File: config.mk
export PLATFORM = sky130hd
export DESIGN_NAME = iac_collector
export DESIGN_NICKNAME = d
export VERILOG_FILES = /design/src/rtl/iac_pkg.sv /design/src/rtl/iac_lowest.sv /design/src/rtl/iac_fwd_queue.sv /design/src/rtl/iac_entry.sv /design/src/rtl/iac_collector.sv
export SDC_FILE = /design/constraint.sdc
export NUM_CORES = 1
export LEC_CHECK = 0
export BUFFER_PORTS_ARGS = -buffer_cell sky130_fd_sc_hd__buf_2
export CELL_PAD_IN_SITES_DETAIL_PLACEMENT = 0
export CELL_PAD_IN_SITES_GLOBAL_PLACEMENT = 1
export CORE_ASPECT_RATIO = 1.75
export CORE_MARGIN = 1
export CORE_UTILIZATION = 52
export DETAILED_ROUTE_END_ITERATION = 7
export PLACE_DENSITY = 0.86
export SLEW_MARGIN = 20
export SYNTH_ARGS = -nofsm -noshare
export SYNTH_HDL_FRONTEND = slang
export SYNTH_SLANG_ARGS = --single-unit
File: constraint.sdc
create_clock -name clk -period 7.85 [get_ports clk]
set_input_delay 1.1775 -clock clk [delete_from_list [all_inputs] [get_ports clk]]
set_output_delay 1.1775 -clock clk [all_outputs]
set_load 0.05 [all_outputs]
File: src/rtl/iac_pkg.sv
package iac_pkg;

    // Life cycle of one tracked write miss
    typedef enum logic [1:0] {
        ST_FREE  = 2'd0,   // unused
        ST_WAIT  = 2'd1,   // request issued, no data yet
        ST_HOLD  = 2'd2,   // data in, acknowledgements still short
        ST_DRAIN = 2'd3    // complete, releasing parked forwards
    } ent_st_e;

endpackage

File: src/rtl/iac_lowest.sv
module iac_lowest #(
    parameter int N  = 4,
    parameter int IW = (N > 1) ? $clog2(N) : 1
) (
    input  logic [N-1:0]  req,
    output logic [N-1:0]  gnt,
    output logic [IW-1:0] idx,
    output logic          any
);

    always_comb begin
        idx = '0;
        for (int i = N - 1; i >= 0; i--) begin
            if (req[i]) begin
                idx = IW'(i);
            end
        end
        any      = |req;
        gnt      = '0;
        gnt[idx] = any;
    end

endmodule

File: src/rtl/iac_fwd_queue.sv
module iac_fwd_queue #(
    parameter int TW = 4,
    parameter int QD = 4
) (
    input  logic          clk,
    input  logic          rst_n,
    input  logic          push,
    input  logic [TW-1:0] din,
    input  logic          pop,
    output logic [TW-1:0] head,
    output logic          full,
    output logic          left
);

    localparam int PW   = (QD > 1) ? $clog2(QD) : 1;
    localparam int CNTW = $clog2(QD + 1);

    typedef struct packed {
        logic [QD-1:0][TW-1:0] mem;
        logic [PW-1:0]         wp;
        logic [PW-1:0]         rp;
        logic [CNTW-1:0]       cnt;
    } q_t;

    q_t r_q, r_d;

    function automatic logic [PW-1:0] bump(input logic [PW-1:0] p);
        return (p == PW'(QD - 1)) ? '0 : p + 1'b1;
    endfunction

    always_comb begin
        r_d  = r_q;
        head = r_q.mem[r_q.rp];
        full = (r_q.cnt == CNTW'(QD));
        if (push) begin
            r_d.mem[r_q.wp] = din;
            r_d.wp          = bump(r_q.wp);
        end
        if (pop) begin
            r_d.rp = bump(r_q.rp);
        end
        r_d.cnt = r_q.cnt + CNTW'(push) - CNTW'(pop);
        left    = (r_d.cnt != '0);
    end

    always_ff @(posedge clk or negedge rst_n) begin
        if (!rst_n) begin
            r_q <= '0;
        end else begin
            r_q <= r_d;
        end
    end


    no_overflow_chk: assert property (@(posedge clk) disable iff (!rst_n)
        push |-> (r_q.cnt < CNTW'(QD)));


    no_underflow_chk: assert property (@(posedge clk) disable iff (!rst_n)
        pop |-> (r_q.cnt != '0));

endmodule

File: src/rtl/iac_entry.sv
module iac_entry
    import iac_pkg::*;
#(
    parameter int AW = 16,
    parameter int CW = 4
) (
    input  logic          clk,
    input  logic          rst_n,
    input  logic          alloc_en,
    input  logic [AW-1:0] alloc_addr,
    input  logic          data_vld,
    input  logic [AW-1:0] data_addr,
    input  logic [CW-1:0] data_cnt,
    input  logic          ack_vld,
    input  logic [AW-1:0] ack_addr,
    input  logic          q_left,
    output ent_st_e       st,
    output logic [AW-1:0] addr,
    output logic          ack_hit,
    output logic          data_hit,
    output logic          done
);

    localparam int SW = CW + 2;

    typedef struct packed {
        ent_st_e               st;
        logic [AW-1:0]         addr;
        logic signed [SW-1:0]  cnt;   // acks seen minus invalidations announced
    } ent_t;

    ent_t r_q, r_d;

    logic                 busy;
    logic signed [SW-1:0] inc;
    logic signed [SW-1:0] dec;
    logic signed [SW-1:0] cnt_sum;

    always_comb begin
        r_d      = r_q;
        busy     = (r_q.st == ST_WAIT) || (r_q.st == ST_HOLD);
        ack_hit  = ack_vld && busy && (r_q.addr == ack_addr);
        data_hit = data_vld && (r_q.st == ST_WAIT) && (r_q.addr == data_addr);
        inc      = ack_hit ? SW'(1) : '0;
        dec      = data_hit ? SW'(data_cnt) : '0;
        cnt_sum  = r_q.cnt + inc - dec;
        done     = busy && ((r_q.st == ST_HOLD) || data_hit) && (cnt_sum == '0);

        case (r_q.st)
            ST_FREE: begin
                if (alloc_en) begin
                    r_d.st   = ST_WAIT;
                    r_d.addr = alloc_addr;
                    r_d.cnt  = '0;
                end
            end
            ST_WAIT, ST_HOLD: begin
                r_d.cnt = cnt_sum;
                if (done) begin
                    r_d.st  = q_left ? ST_DRAIN : ST_FREE;
                    r_d.cnt = '0;
                end else if (data_hit) begin
                    r_d.st = ST_HOLD;
                end
            end
            ST_DRAIN: begin
                if (!q_left) begin
                    r_d.st = ST_FREE;
                end
            end
            default: r_d.st = ST_FREE;
        endcase

        st   = r_q.st;
        addr = r_q.addr;
    end

    always_ff @(posedge clk or negedge rst_n) begin
        if (!rst_n) begin
            r_q <= '{st: ST_FREE, addr: '0, cnt: '0};
        end else begin
            r_q <= r_d;
        end
    end


    zero_count_no_hold_chk: assert property (@(posedge clk) disable iff (!rst_n)
        (data_hit && (data_cnt == '0) && (r_q.cnt == '0) && !ack_hit) |=> (r_q.st != ST_HOLD));


    hold_needs_data_chk: assert property (@(posedge clk) disable iff (!rst_n)
        (r_q.st == ST_HOLD) |-> ($past(r_q.st) == ST_HOLD || $past(data_hit)));


    drain_after_done_chk: assert property (@(posedge clk) disable iff (!rst_n)
        $rose(r_q.st == ST_DRAIN) |-> $past(done));


    free_is_clear_chk: assert property (@(posedge clk) disable iff (!rst_n)
        (r_q.st == ST_FREE) |-> (r_q.cnt == '0));

endmodule

File: src/rtl/iac_collector.sv
module iac_collector
    import iac_pkg::*;
#(
    parameter int NE = 4,
    parameter int AW = 16,
    parameter int CW = 4,
    parameter int TW = 4,
    parameter int QD = 4,
    parameter int IW = (NE > 1) ? $clog2(NE) : 1
) (
    input  logic          clk,
    input  logic          rst_n,
    input  logic          alloc_vld,
    input  logic [AW-1:0] alloc_addr,
    output logic          alloc_rdy,
    output logic [IW-1:0] alloc_idx,
    input  logic          data_vld,
    input  logic [AW-1:0] data_addr,
    input  logic [CW-1:0] data_cnt,
    input  logic          ack_vld,
    input  logic [AW-1:0] ack_addr,
    input  logic          fwd_vld,
    input  logic [AW-1:0] fwd_addr,
    input  logic [TW-1:0] fwd_tag,
    output logic          fwd_rdy,
    output logic          out_vld,
    output logic [TW-1:0] out_tag,
    input  logic          wb_vld,
    input  logic [AW-1:0] wb_addr,
    output logic          wb_stall,
    output logic          grant_vld,
    output logic [AW-1:0] grant_addr,
    output logic [NE-1:0] inst_mask,
    output logic          ack_err
);

    typedef struct packed {
        logic          grant_vld;
        logic [AW-1:0] grant_addr;
        logic [NE-1:0] inst_mask;
        logic          ack_err;
    } top_t;

    top_t r_q, r_d;

    ent_st_e       st_v   [NE];
    logic [AW-1:0] addr_v [NE];
    logic [TW-1:0] head_v [NE];

    logic [NE-1:0] free_v, drain_v, hold_v;
    logic [NE-1:0] ack_hit_v, data_hit_v, done_v;
    logic [NE-1:0] fhit_v, whit_v, full_v, left_v;
    logic [NE-1:0] alloc_gnt, alloc_en_v, push_v, pop_v;
    logic [IW-1:0] drain_idx;
    logic          any_drain, any_fhit;

    iac_lowest #(.N(NE), .IW(IW)) u_alloc_pick (
        .req (free_v),
        .gnt (alloc_gnt),
        .idx (alloc_idx),
        .any (alloc_rdy)
    );

    iac_lowest #(.N(NE), .IW(IW)) u_drain_pick (
        .req (drain_v),
        .gnt (pop_v),
        .idx (drain_idx),
        .any (any_drain)
    );

    for (genvar g = 0; g < NE; g++) begin : g_ent
        assign free_v[g]     = (st_v[g] == ST_FREE);
        assign drain_v[g]    = (st_v[g] == ST_DRAIN);
        assign hold_v[g]     = (st_v[g] == ST_HOLD);
        assign fhit_v[g]     = fwd_vld && hold_v[g] && (addr_v[g] == fwd_addr);
        assign whit_v[g]     = wb_vld && hold_v[g] && (addr_v[g] == wb_addr);
        assign alloc_en_v[g] = alloc_vld && alloc_gnt[g];
        assign push_v[g]     = fwd_rdy && fhit_v[g];

        iac_entry #(.AW(AW), .CW(CW)) u_entry (
            .clk        (clk),
            .rst_n      (rst_n),
            .alloc_en   (alloc_en_v[g]),
            .alloc_addr (alloc_addr),
            .data_vld   (data_vld),
            .data_addr  (data_addr),
            .data_cnt   (data_cnt),
            .ack_vld    (ack_vld),
            .ack_addr   (ack_addr),
            .q_left     (left_v[g]),
            .st         (st_v[g]),
            .addr       (addr_v[g]),
            .ack_hit    (ack_hit_v[g]),
            .data_hit   (data_hit_v[g]),
            .done       (done_v[g])
        );

        iac_fwd_queue #(.TW(TW), .QD(QD)) u_queue (
            .clk   (clk),
            .rst_n (rst_n),
            .push  (push_v[g]),
            .din   (fwd_tag),
            .pop   (pop_v[g]),
            .head  (head_v[g]),
            .full  (full_v[g]),
            .left  (left_v[g])
        );
    end

    always_comb begin
        any_fhit = |fhit_v;
        fwd_rdy  = !any_drain && !(|(fhit_v & full_v));
        wb_stall = |whit_v;

        if (any_drain) begin
            out_vld = 1'b1;
            out_tag = head_v[drain_idx];
        end else begin
            out_vld = fwd_vld && fwd_rdy && !any_fhit;
            out_tag = fwd_tag;
        end

        r_d            = r_q;
        r_d.grant_vld  = |data_hit_v;
        if (|data_hit_v) begin
            r_d.grant_addr = data_addr;
        end
        r_d.inst_mask  = done_v;
        r_d.ack_err    = ack_vld && !(|ack_hit_v);

        grant_vld  = r_q.grant_vld;
        grant_addr = r_q.grant_addr;
        inst_mask  = r_q.inst_mask;
        ack_err    = r_q.ack_err;
    end

    always_ff @(posedge clk or negedge rst_n) begin
        if (!rst_n) begin
            r_q <= '0;
        end else begin
            r_q <= r_d;
        end
    end


    ack_err_cause_chk: assert property (@(posedge clk) disable iff (!rst_n)
        ack_err |-> $past(ack_vld));


    grant_cause_chk: assert property (@(posedge clk) disable iff (!rst_n)
        grant_vld |-> $past(data_vld));


    held_not_passed_chk: assert property (@(posedge clk) disable iff (!rst_n)
        (fwd_vld && fwd_rdy && any_fhit) |-> !out_vld);


    inst_from_busy_chk: assert property (@(posedge clk) disable iff (!rst_n)
        (|inst_mask) |-> $past(|(~free_v)));

endmodule

======== Yosys cells after proc, flatten, opt, wreduce, memory -nomap -nowiden ========
Index checks and enable logic that the tools add are counted.
cells by class
  order comparisons ....................... 17
  equal/unequal tests ..................... 52
  bitwise operators ....................... 4
  muxes and demuxes ....................... 85
  add/sub/neg operators ................... 24
  reduce and logical (&&, ||, !) cells .... 109
operators with widths
  operator                                                    count
  == test 16 bit                                              16
  2-to-1 mux 24 bit                                           4
  bitwise mux 16 bit                                          4
  2-to-1 mux 2 bit                                            32
  2-to-1 mux 4 bit                                            15
  logical AND 1 bit                                           58
  one-hot mux 6 bit (2 select lines)                          4
  binary-select mux 4 bit (select 2 bit)                      5
  demux 4 bit (select 2 bit)                                  4
  == test 2 bit, second input constant                        16
  less-than comparator 2 x 3 -> 1 bit, second input constant  10
  OR reduction 4 bit                                          7
  adder 6 bit                                                 4
  zero test 6 bit                                             4
  2-to-1 mux 6 bit                                            4
  one-hot mux 2 bit (3 select lines)                          4
  subtractor 6 bit                                            4
  adder 2 x 1 -> 2 bit, second input constant                 8
  AND reduction 2 bit                                         8
  adder 3 x 1 -> 3 bit                                        4
  AND 4 bit                                                   3
  == test 3 bit, second input constant                        4
  >= comparator 2 x 1 -> 1 bit, second input constant         6
  inequality test 3 x 1 -> 1 bit, second input constant       4
  15 further kinds                                            59
storage, ports and cells
  flip-flop bits (word level) ............. 210
  logic and storage cells ................. 335

======== Depth between registers and ports, before layout ========
Gate-level depths: netlist (run 1).
  word-level depth ........................ 15
  gate-level depth with buffers ........... 21

======== Modules after synthesis ========
Synthesis (run 1) repeated with hierarchy kept, for this count alone.
unflattened totals
  cell total of the unflattened synthesis .. 1299
  area total of the unflattened synthesis .. 14352.5 um^2
by module, submodules not included
  module                                 cells each  area each (um^2)  instances  sequential area each (um^2)
  iac_entry at g_ent[2].u_entry ...      179         1856.8            2          600.6
  iac_entry at g_ent[0].u_entry ...      175         1800.5            2          600.6
  iac_fwd_queue at g_ent[0].u_queue ...  72          1081.0            3          575.6
  iac_collector                          278         2592.5            1          550.5
  iac_fwd_queue at g_ent[3].u_queue      75          1102.3            1          575.6
  iac_lowest                             11          50.0              2          0.0

======== Worst setup path after synthesis (run 1) ========
Ideal clock, no wire load.
  kind .................................... input -> register
  start point ............................. in fwd_addr[9]
  end point ............................... reg g_ent[2].u_entry.r_q (netlist bit g_ent[2].u_entry.st[1])
  arrival ................................. 4.931 ns
  stages .................................. 19
  library setup time ...................... 0.125 ns
  data required time ...................... 7.725 ns
  slack ................................... 2.794 ns
  buffers on the path ..................... 1
  cell sequence ........................... xor2_1 nor4_1 nand3b_1 nor4_4 nor3_2 buf_2 and2_1 nand2_1 ha_1 inv_1 ha_1 inv_1 fa_1 xnor2_1 xnor2_1 nor3_1 o21ai_0 a31oi_1 mux2_2
RTL lines
  item                    line                 RTL
  start: declaration      iac_collector.sv:23  input logic [AW-1:0] fwd_addr,
  end signal: assignment  iac_entry.sv:80      r_q <= '{st: ST_FREE, addr: '0, cnt: '0};
  end signal: assignment  iac_entry.sv:82      r_q <= r_d;
  end: declaration        iac_entry.sv:32      ent_t r_q, r_d;

======== Worst setup path in the final report (run 1) ========
  start point ............................. in data_addr[13]
  end point ............................... reg g_ent[2].u_entry.r_q (netlist bit g_ent[2].u_entry.st[1])
between the ends
  word-level cells in the longest chain between the ends .. 8
ends and longest elaborated chain
  item                                                                                               line                 RTL
  start: declaration                                                                                 iac_collector.sv:18  input logic [AW-1:0] data_addr,
  == test 16 bit *                                                                                   iac_entry.sv:43      data_hit = data_vld && (r_q.st == ST_WAIT) && (r_q.addr == data_addr);
  logical AND 1 bit *                                                                                iac_entry.sv:43
  2-to-1 mux 4 bit                                                                                   iac_entry.sv:45      dec = data_hit ? SW'(data_cnt) : '0;
  subtractor 6 bit                                                                                   iac_entry.sv:46      cnt_sum = r_q.cnt + inc - dec;
  zero test 6 bit                                                                                    iac_entry.sv:47      done = busy && ((r_q.st == ST_HOLD) || data_hit) && (cnt_sum == '0);
  logical AND 1 bit                                                                                  iac_entry.sv:47
  inequality test 3 x 1 -> 1 bit (no source line) / 2-to-1 mux 2 bit (equally long branches)         n/a
  AND reduction 3 bit (no source line) / one-hot mux 2 bit (3 select lines) (equally long branches)  n/a
Mark *: on every way between the ends. The rest lies on a longest branch, timed or not.
A chain may end at the register's enable or synchronous reset.

==> results of run 1 <==
## synthesized netlist by cell type (27+ instances only)
| library cell | n |
|---|---|
| ha_1 | 81 |
| mux2_2 | 147 |
| xor2_1 | 99 |
| nor2_1 | 48 |
| nand2_1 | 57 |
| nor4_1 | 27 |
| nand4_1 | 43 |
| dfrtp_1 | 210 |
| clkbuf_1 | 86 |
| buf_1 | 31 |
| nand3_1 | 27 |
| inv_1 | 59 |
| xnor2_1 | 184 |
## area by class of cell
class / instances / area (um^2) / area share, %
inverter: 60 / 225 / 1.45
antenna: 3 / 7.51 / 0.0483
clock inverter: 9 / 160 / 1.03
clock buffer: 31 / 636 / 4.09
timing repair buffer: 132 / 686 / 4.42
multi-input combinational: 928 / 8150 / 52.5
tap: 324 / 405 / 2.61
sequential: 210 / 5260 / 33.8
## registers in the layout, indices dropped and copies added, names as in the netlist
| signal | flops |
|---|---|
| ack_err | 1 |
| g_ent.u_entry.addr | 64 |
| g_ent.u_queue.r_q | 92 |
| g_ent.u_entry.r_q | 24 |
| g_ent.u_entry.st | 8 |
| grant_addr | 16 |
| grant_vld | 1 |
| inst_mask | 4 |
## per-stage QoR
stage          setup slack, ps  util, %
5_1_grt                   2630     58.2
3_3_place_gp              2470     55.2
6_report                  2940     58.2
4_1_cts                   2970     58.2
2_1_floorplan             2790        -
3_5_place_dp              2420     55.2
## critical path, stage by stage
cell and delay [ps]:
buf_2 150, xor2_1 150, nor4_1 280, nand4_1 140, nor3_2 570, and2_1 220, ha_1 230, inv_1 70
ha_1 160, inv_1 50, fa_1 370, nand2b_1 190, a21oi_1 160, xor2_1 100, a2111oi_0 500, nand3_1 140
a31oi_1 280, mux2_2 370
## metal layers
metal / track usage, % / wire length [um] / part of all wire (%)
met5: 0 / 49 / 0.12
met4: 21.0 / 3020 / 7.1
met3: 6.04 / 2840 / 6.7
met2: 56.1 / 21100 / 50
met1: 34.6 / 15300 / 36
## kinds of logic after synthesis
family | count (synthesis)
AO/OA/AOI/OAI | 92
adder cells (fa/ha/maj) | 89
XOR/XNOR | 283
buffers and inverters | 196
flip-flops | 210
AND/OR/NAND/NOR | 283
multiplexers | 181
## worst max path at each step
stage | from | endpoint
3_3_place_gp | data_addr[13] | g_ent[2].u_entry.st[1]
4_1_cts | data_addr[13] | g_ent[2].u_entry.st[1]
2_1_floorplan | fwd_addr[9] | g_ent[2].u_entry.st[1]
6_report | data_addr[13] | g_ent[2].u_entry.st[1]
3_5_place_dp | fwd_addr[9] | g_ent[2].u_entry.st[1]
5_1_grt | data_addr[13] | g_ent[2].u_entry.st[1]
## report_power, final
part	total (mW)	switching, mW	internal (mW)	leakage [nW]
Clock	1.15	0.453	0.701	0.382
Combinational	1.58	0.783	0.796	3.80
Sequential	2.02	0.720	1.30	2.74
Total	4.75	1.96	2.79	6.92
==> summary.txt, run 1 <==
Clock network
  • Post-cts hold buffer count: 0
  • Number of buffers inserted during clock tree synthesis: 22
  • Resized cells post-CTS: 0
  • Clk sinks: 210
  • CTS tree: yes
  • Clock transition at the register clock pins on the worst setup and hold paths after CTS: 70 ps
  • Worst-Skew Late Latency: 530 ps
  • H-tree lvl count: 1
  • Root Driver: clkbuf_16
  • Clk buf depth: 3
  • Buffers inserted by post-CTS timing repair: 0

Layout
  • Nets: 1538
  • Fill cell count: 2338
  • Leading cell types in the layout, fill and taps excluded: dfrtp_1 (210), xnor2_1 (184), mux2_2 (147), buf_2 (125), xor2_1 (99)
  • Area added between synthesis and finish: 9.49%
  • Post-route cell area: 0.0155 mm^2
  • Most frequent standard cell in the layout excluding fill and tap cells: dfrtp_1
  • Non-filler instance count after layout: 1697
  • Ratio of cells with drive above 1 in the final layout: 26.7%

GRT
  • Via count of the first global-routing pass: 11000
  • Global-route wire length before repair: 64700 um
  • GRT Resource Usage Total: 31.7%
  • Maximum number of pins on one net before global-route repair: 106
  • Residual overflow from global routing: 0
  • Antenna violations before repair: 7

STA
  • Worst rel slew slack: 29.0%
  • Worst setup skew after layout: 11.0 ps
  • Shortest period the worst path allows: 4910 ps
  • Max Fclk: 204 MHz
  • Unrepaired setup endpoints after global routing: no
  • Number of pins with negative max-slew slack in the final report: 0
  • Sum Neg Setup Slack: 0 ps
  • Least-Margin Pin Slew: 1060 ps
  • Final Hold Viols: 0
  • Period utilisation layout: 62.6%
  • Final setup vio count: 0
  • Worst hold slack after final layout: 485 ps

Die
  • Die outline area: 0.0280 mm^2
  • Rows: 79
  • Placeable core area: 0.0267 mm^2
  • Initial Utilization: 53.1%
  • Horizontal extent of the die: 127 um
  • Top-Level Pins: 127
  • Chip height: 220 um

Setup path
  • Worst reg2reg path depth: 17
  • Setup Crit Path Kind: primary input to flop
  • Reg2Reg Setup Slack: 3080 ps
  • Launch instance of the worst register-to-register path: g_ent[2].u_entry.addr[13]
  • Worst Path Required: 8270 ps
  • Critical Path AT: 5330 ps
  • Worst Path Max Fanout: 7
  • Startpoint Class: primary input
  • Worst reg2reg path endpoint: g_ent[2].u_entry.st[1]
  • Type of destination of the critical path: flop

Logic synthesis
  • Mux cell area share after synthesis: 15.8%
  • Avg Synthesized Cell Area: 10.6 um^2
  • Largest cells by area after synthesis: dfrtp_1 (37%), mux2_2 (12%), xnor2_1 (11%), ha_1 (7.1%), xor2_1 (6.1%)
  • Number of synthesized flops with an enable pin: 0
  • Share of flip-flops with an asynchronous set or reset after synthesis: 100%
  • Ys Warns: 0
  • Predominant post-synthesis flop cell: dfrtp_1
  • Arithmetic-cell share of the synthesized area counting full adders, half adders and majority gates: 8.28%
  • Post-synth cell types: 64
  • Post-synth top area cell: dfrtp_1
  • Compound-Gate Fraction of Synth Area: 4.44%
  • Synthesized area: 0.0142 mm^2
  • Share of synthesized cell area in and, or, nand and nor gates: 11.5%
  • Gate count of the mapped netlist: 1334
  • Largest family of logic cells by synthesized area: XOR/XNOR gates
  • Syn Nets: 1518
  • Fraction of the yosys area taken by sequential cells: 37.1%
  • Xor/xnor cell area share of the yosys netlist: 17.5%
  • Number of storage elements in the synthesis netlist: 210
  • Post-synth top area share: 37.1%

Job
  • Max capacitance violation total: 0

Pwr
  • Highest ir drop seen on vdd: 308 uV
  • Overall power of the completed layout: 4.75 mW
  • Total power per unit cell area: 306 mW/mm^2
  • Leakage power summed over all cells: 6.92 nW

Worst hold path
  • Worst hold-check path type: flop to flop
  • Worst hold endpoint: g_ent[3].u_entry.r_q[2]
  • Hold Path Origin: g_ent[3].u_entry.r_q[2]
  • Number of instances on the worst hold path: 2

Route
  • Residual antenna-violating net count after detailed routing: 0
  • 1st-pass router iterations: 6
  • Via Count: 10200
  • Drt total wl: 42300 um
  • Drt initial violations: 589
  • Routed via count divided by cell count: 6.03
  • Routed wire per std cell: 24.9 um
  • Residual DRC count: 0

Placed design
  • Total cell area at the placement stage: 0.0147 mm^2
  • Weighted congestion reported at the end of routability-driven placement: 1.03
  • Placed instance count: 1654
  • Half-perimeter wire length after detailed placement: 32200 um
  • Port Buf Inserts: 126

Run status
  • Result of the run: finished clean
Power figures use the tool's default switching activity.
==> run 2: changes to the inputs <==
--- a/config.mk
+++ b/config.mk
@@ -10,9 +10,9 @@
 export CELL_PAD_IN_SITES_GLOBAL_PLACEMENT = 1
 export CORE_ASPECT_RATIO = 1.75
 export CORE_MARGIN = 1
-export CORE_UTILIZATION = 52
+export CORE_UTILIZATION = 44
 export DETAILED_ROUTE_END_ITERATION = 7
-export PLACE_DENSITY = 0.86
+export PLACE_DENSITY = 0.78
 export SLEW_MARGIN = 20
 export SYNTH_ARGS = -nofsm -noshare
 export SYNTH_HDL_FRONTEND = slang
==> constraint.sdc (replaced) <==
create_clock -name clk -period 4.3 [get_ports clk]
set_input_delay 0.645 -clock clk [delete_from_list [all_inputs] [get_ports clk]]
set_output_delay 0.645 -clock clk [all_outputs]
set_load 0.05 [all_outputs]
==> run 2 against run 1 <==
Against the previous run:
- combinational power rose to 2.6 times the previous value
- global-route usage down 1.2 points
- setup slack worse by 2800 ps
- clock power up 76%
- total power up 100%
- die area up 18%
- critical path depth up 3
- register-to-register slack worse by 3000 ps
- final area up 9.5%
- first-iteration DRC count down 1.4%
- critical path type is now flop to flop
- critical endpoint unchanged
==> summary.txt, run 2 (synthesis gave the netlist of run 1 again) <==
STA
  • Max Fclk: 239 MHz
  • Worst setup skew after layout: 15.8 ps (+4.74 ps)
  • Least-Margin Pin Slew: 1030 ps (-36.4 ps)
  • Period utilisation layout: 97.4%
  • Number of pins with negative max-slew slack in the final report: 0 (unchanged)
  • Unrepaired setup endpoints after global routing: yes
  • Shortest period the worst path allows: 4190 ps
  • Final Hold Viols: 0 (unchanged)
  • Final setup vio count: 0 (unchanged)
  • Worst rel slew slack: 31.4% (+2.4 points)

Job
  • Max capacitance violation total: 0 (unchanged)

Die
  • Placeable core area: 0.0316 mm^2 (+19%)
  • Initial Utilization: 44.8% (-8.3 points)
  • Die outline area: 0.0330 mm^2 (+18%)
  • Rows: 86 (+8.9%)
  • Horizontal extent of the die: 138 um (+8.6%)
  • Top-Level Pins: 127 (unchanged)
  • Chip height: 240 um (+8.6%)

Pwr
  • Overall power of the completed layout: 9.52 mW (+100%)
  • Total power per unit cell area: 560 mW/mm^2 (+83%)
  • Leakage power summed over all cells: 7.72 nW (+11%)
  • Highest ir drop seen on vdd: 412 uV (+34%)

Route
  • Drt initial violations: 581 (-1.4%)
  • Via Count: 10900 (+6.3%)
  • Routed via count divided by cell count: 5.66 (-6.1%)
  • Residual antenna-violating net count after detailed routing: 0 (unchanged)
  • Drt total wl: 48700 um (+15%)
  • Residual DRC count: 0 (unchanged)
  • Routed wire per std cell: 25.3 um (+1.6%)
  • 1st-pass router iterations: 4 (-2)

Setup path
  • Reg2Reg Setup Slack: 110 ps (-2970 ps)
  • Worst Path Required: 4730 ps (-3540 ps)
  • Critical Path AT: 4620 ps (-710 ps)
  • Setup Crit Path Kind: flop to flop
  • Worst Path Max Fanout: 4 (-3)
  • Startpoint Class: flop
  • Type of destination of the critical path: flop

Clock network
  • Root Driver: clkbuf_16
  • CTS tree: yes
  • Worst-Skew Late Latency: 550 ps (+20 ps)
  • Clk sinks: 210 (unchanged)
  • Number of buffers inserted during clock tree synthesis: 23 (+4.5%)
  • Post-cts hold buffer count: 0 (unchanged)
  • H-tree lvl count: 1 (unchanged)
  • Clock transition at the register clock pins on the worst setup and hold paths after CTS: 70 ps (about the same)
  • Clk buf depth: 3 (unchanged)

Placed design
  • Weighted congestion reported at the end of routability-driven placement: 1.04 (+1.0%)
  • Placed instance count: 1866 (+13%)
  • Port Buf Inserts: 126 (unchanged)
  • Half-perimeter wire length after detailed placement: 38400 um (+19%)

Layout
  • Max FFs per register: 92 (unchanged)
  • Nets: 1692 (+10%)
  • Area added between synthesis and finish: 19.9%
  • Area of combinational cells with multiple inputs: 0.00838 mm^2 (+2.7%)
  • Register ranked first by flip-flop count: g_ent.u_queue.r_q
  • Fill cell count: 2865 (+23%)
  • Most frequent standard cell in the layout excluding fill and tap cells: dfrtp_1
  • Leading cell types in the layout, fill and taps excluded: dfrtp_1 (194), xnor2_1 (182), buf_4 (156), mux2_2 (144), buf_2 (125)
  • Ratio of cells with drive above 1 in the final layout: 38.0% (+11 points)
  • Non-filler instance count after layout: 1922 (+13%)
  • FF+latch area: 0.00528 mm^2 (+0.38%)

GRT
  • Maximum number of pins on one net before global-route repair: 94 (-11%)
  • Via count of the first global-routing pass: 11600 (+5.3%)
  • Residual overflow from global routing: 0 (unchanged)
  • Global-route wire length before repair: 71700 um (+11%)
  • Antenna violations before repair: 2 (-5)
  • GRT Resource Usage Total: 30.6% (-1.2 points)

Worst hold path
  • Worst hold-check path type: primary input to async pin

Run status
  • Result of the run: finished clean
-- run 2: area by class of cell --
type / count / area share [%]
diodes: 1 / 0.0147
clock buffers: 25 / 3.49
clock inverters: 17 / 0.935
inverters: 60 / 1.32
multi-input cells: 928 / 49.3
flip-flops and latches: 210 / 31.0
well taps: 396 / 2.91
repair buffers: 285 / 11.0
-- run 2: what timing repair did --
| action | CTS | global route |
|---|---|---|
| setup endpoints to repair | 5 | 19 |
| buffers inserted | 0 | 13 |
| resized for setup | 6 | 52 |
| pin swaps | 0 | 23 |
-- run 2: final timing paths --
check | start | end | cells past startpoint
min reg2reg | g_ent[0].u_entry.r_q[1] | g_ent[0].u_entry.r_q[1] | 2
min in group clk | alloc_addr[8] | g_ent[1].u_entry.addr[8] | 2
max | g_ent[2].u_entry.addr[13] | g_ent[2].u_entry.st[1] | 21
max in group asynchronous | rst_n | g_ent[0].u_queue.r_q[3] | 2
min | rst_n | g_ent[3].u_entry.addr[5] | 1
max reg2reg | g_ent[2].u_entry.addr[13] | g_ent[2].u_entry.st[1] | 21
-- run 2: per-stage QoR --
step | instance area (um^2) | hold WS [ps] | TNS [ps] | worst slack (ps) | utilization, %
2_1_floorplan | 14200 | 349 | 0 | 2.42 | -
3_3_place_gp | 15900 | 470 | -1250 | -275 | 50.3
3_5_place_dp | 15900 | 486 | -2140 | -316 | 50.3
4_1_cts | 16700 | 194 | 0 | 7.83 | 52.8
5_1_grt | 17000 | 203 | -162 | -46.5 | 53.7
6_report | 17000 | 139 | 0 | 113 | 53.7
-- run 2: worst max-delay path: stages (launching register included) --
cell,delay [ps]
dfrtp_2,400
buf_4,140
xor2_1,140
nor4_2,350
buf_4,170
nand3b_1,140
o32ai_2,290
buf_4,160
nor3_4,40
and2_4,150
nand2_2,70
ha_1,220
inv_1,60
ha_1,130
inv_1,50
fa_2,370
xnor2_2,160
xnor2_2,150
nor3_2,230
o21ai_1,150
a31oi_4,190
mux2_4,320
-- run 2: routing by layer --
metal | wire, um | vias up | track usage, % | share of wire [%]
li1 | - | 4876 | - | -
met1 | 17400 | 5395 | 32.8 | 36
met2 | 24400 | 425 | 52.8 | 50
met3 | 3020 | 183 | 6.24 | 6.2
met4 | 3850 | 2 | 21.6 | 7.9
met5 | 8 | - | 0 | 0.016
-- run 2: power by group --
part	internal, mW	leakage, nW	switching [mW]
Combinational	2.01	4.63	2.12
Sequential	2.40	2.72	0.967
Clock	1.13	0.361	0.895
Total	5.53	7.72	3.99
==> run 3: changes to the inputs <==
--- a/config.mk
+++ b/config.mk
@@ -5,7 +5,7 @@
 export SDC_FILE = /design/constraint.sdc
 export NUM_CORES = 1
 export LEC_CHECK = 0
-export BUFFER_PORTS_ARGS = -buffer_cell sky130_fd_sc_hd__buf_2
+export BUFFER_PORTS_ARGS = -buffer_cell sky130_fd_sc_hd__buf_4
 export CELL_PAD_IN_SITES_DETAIL_PLACEMENT = 0
 export CELL_PAD_IN_SITES_GLOBAL_PLACEMENT = 1
 export CORE_ASPECT_RATIO = 1.75
==> run 3 against run 2 <==
Against the previous run:
- core utilization grew 0.22 points
- global-route usage shrank 0.61 points
- highest routed layer is now met4
- non-clock buffer count shrank 20
- clock power is essentially flat
- setup slack gained 11 ps
- largest cell class unchanged
- critical endpoint unchanged
- final area grew 0.41%
- via count shrank 1.7%
==> summary.txt, run 3 (synthesis gave the netlist of run 1 again) <==
Setup path
  • Kind of cell adding the most delay to the critical path: simple AND/OR/NAND/NOR gates
  • Type of destination of the critical path: flop
  • Master of the slowest instance on the critical path: dfrtp_1
  • Worst reg2reg path depth: 17 (-19%)
  • Worst Path Required: 4720 ps (about the same)
  • Critical Path AT: 4600 ps (-20 ps)
  • Levels on crit path: 17 (-19%)
  • Startpoint Class: flop
  • Setup Crit Path Kind: flop to flop
  • CP Cell Sequence: xor2_1 > nor4_2 > nand2_1 > nor3_4 > buf_4 > nand2_1 > ha_1 > inv_1 > fa_1 > nand2b_1 > a21oi_2 > xor2_1 > a2111oi_2 > buf_4 > nand3_1 > a31oi_2 > mux2_2
  • Worst path max stage delay: 470 ps (+70 ps)
  • Worst Path Max Fanout: 6 (+2)
  • Buffers and inverters on the worst path: 3 (-2)
  • Reg2Reg Setup Slack: 120 ps (about the same)

Pwr
  • Cell-internal power: 5.54 mW (about the same)
  • Clock network fraction of total power: 21.6% (+0.3 points)
  • Portion of total power attributed to sequential cells: 36.2% (+0.9 points)
  • Leakage power summed over all cells: 7.68 nW (-0.44%)
  • Switching pwr: 3.85 mW (-3.3%)
  • Total power per unit cell area: 550 mW/mm^2 (-1.7%)
  • Net switching share of the total power: 41.0% (-0.83 points)
  • Overall power of the completed layout: 9.39 mW (-1.3%)
  • Highest ir drop seen on vdd: 384 uV (-6.9%)
  • Relative contribution of combinational cells to total power: 42.2% (-1.2 points)

Clock network
  • Worst-Skew Late Latency: 540 ps (about the same)
  • Clk sinks: 210 (unchanged)
  • Clock transition at the register clock pins on the worst setup and hold paths after CTS: 60 ps (about the same)
  • Root Driver: clkbuf_16
  • Clk buf depth: 3 (unchanged)
  • H-tree lvl count: 1 (unchanged)
  • Number of buffers inserted during clock tree synthesis: 23 (unchanged)
  • CTS tree: yes

STA
  • Period utilisation layout: 97.1% (-0.26 points)
  • Worst rel slew slack: 28.9% (-2.5 points)
  • Final setup vio count: 0 (unchanged)
  • Final Hold Viols: 0 (unchanged)
  • Shortest period the worst path allows: 4180 ps (-11.1 ps)
  • Max Fclk: 239 MHz (+0.27%)
  • Sum Neg Setup Slack: 0 ps (unchanged)
  • Worst path setup slack after routing: 124 ps (+11.1 ps)
  • Unrepaired setup endpoints after global routing: yes
  • Worst setup skew after layout: 32.6 ps (+16.8 ps)
  • Least-Margin Pin Slew: 1070 ps (+37.6 ps)
  • Number of pins with negative max-slew slack in the final report: 0 (unchanged)

Placed design
  • Pre-CTS worst setup slack: -234 ps (+82.1 ps)
  • Half-perimeter wire length after detailed placement: 37700 um (-1.8%)
  • Total cell area at the placement stage: 0.0161 mm^2 (+1.1%)
  • Weighted congestion reported at the end of routability-driven placement: 1.06 (+1.5%)
  • Port Buf Inserts: 126 (unchanged)
  • Placed instance count: 1852 (-0.75%)

GRT
  • GRT Resource Usage Total: 30.0% (-0.61 points)
  • Residual overflow from global routing: 0 (unchanged)
  • Global-route wire length before repair: 70400 um (-1.8%)
  • Via count of the first global-routing pass: 11300 (-1.8%)
  • Maximum number of pins on one net before global-route repair: 93 (-1.1%)
  • Antenna violations before repair: 0 (-2)

Run status
  • Result of the run: finished clean

Layout
  • Leading cell types in the layout, fill and taps excluded: buf_4 (262), dfrtp_1 (194), xnor2_1 (184), mux2_2 (147), xor2_1 (99)
  • Area of combinational cells with multiple inputs: 0.00830 mm^2 (-0.94%)
  • Fill cell count: 2837 (-0.98%)
  • Nets: 1672 (-1.2%)
  • Antenna Diode Count: 0 (-1)
  • Non-filler instance count after layout: 1899 (-1.2%)
  • Register ranked first by flip-flop count: g_ent.u_queue.r_q
  • Most frequent standard cell in the layout excluding fill and tap cells: buf_4
  • FF+latch area: 0.00528 mm^2 (unchanged)
  • Max FFs per register: 92 (unchanged)
  • Area added between synthesis and finish: 20.4%
  • Ratio of cells with drive above 1 in the final layout: 36.0% (-2.0 points)
  • Post-route cell area: 0.0171 mm^2 (+0.41%)

Die
  • Die outline area: 0.0330 mm^2 (unchanged)
  • Chip height: 240 um (unchanged)
  • Rows: 86 (unchanged)
  • Horizontal extent of the die: 138 um (unchanged)
  • Top-Level Pins: 127 (unchanged)
  • Initial Utilization: 44.8% (unchanged)
  • Placeable core area: 0.0316 mm^2 (unchanged)

Job
  • Max capacitance violation total: 0 (unchanged)

Route
  • Drt total wl: 47900 um (-1.7%)
  • Residual antenna-violating net count after detailed routing: 0 (unchanged)
  • 1st-pass router iterations: 5 (+1)
  • Routed via count divided by cell count: 5.63 (-0.52%)
  • Residual DRC count: 0 (unchanged)
  • Via Count: 10700 (-1.7%)
  • Routed wire per std cell: 25.2 um (-0.49%)
  • Drt initial violations: 502 (-14%)

Worst hold path
  • Worst hold-check path type: primary input to async pin
run 3: changes by cell type in the layout (fill, tap and decap cells not counted), sizes merged:
cell      previous run  this run
buf                285       265
clkbuf              25        32
clkinv               9         4
clkinvlp             5         2
diode                1         0
inv                 61        60
run 3: worst paths after layout:
path / from / to
worst min-delay path: rst_n / g_ent[0].u_entry.addr[9]
worst max register to register: g_ent[2].u_entry.addr[11] / g_ent[2].u_entry.st[1]
min in group clk: alloc_addr[3] / g_ent[1].u_entry.addr[3]
worst max-delay path: g_ent[2].u_entry.addr[11] / g_ent[2].u_entry.st[1]
max in group asynchronous: rst_n / g_ent[0].u_queue.r_q[21]
worst min register to register: g_ent[3].u_entry.r_q[1] / g_ent[3].u_entry.r_q[1]
run 3: stage by stage:
step	util, %	hold slack (ps)
6_report	54.0	164
3_5_place_dp	50.9	480
4_1_cts	53.4	178
3_3_place_gp	50.9	469
5_1_grt	54.0	215
2_1_floorplan	-	349
run 3: power groups by stage:
stage	sequential (mW)	clock [mW]	combinational [mW]
after CTS	3.34	2.07	3.80
after detailed placement	3.38	0	3.76
after global placement	3.38	0	3.72
after floorplan	2.55	0	2.89
final	3.40	2.03	3.96
after global routing	3.40	2.13	4.23
run 3: area by class of cell:
| cell class | instances | share of cell area [%] |
|---|---|---|
| multi-input cells | 928 | 48.6 |
| flip-flops and latches | 210 | 30.9 |
| repair buffers | 265 | 11.8 |
| clock buffers | 32 | 3.86 |
| well taps | 396 | 2.90 |
| inverters | 60 | 1.32 |
| clock inverters | 8 | 0.579 |
run 3: repair_timing:
item | in CTS | in global routing
hold buffers | 0 | 0
endpoints found under the setup margin | 2 | 17
endpoints found under the hold margin | 0 | 0
pin swaps | 0 | 10
setup buffers | 0 | 6
resized for setup | 6 | 34
run 3: metal layers:
layer  vias up  track usage (%)  wire length [um]
met1      5334             32.8             17200
met2       351             53.2             24400
met5         -                0                 0
met4         0             19.6              3630
li1       4848                -                 -
met3       162             4.06              2620
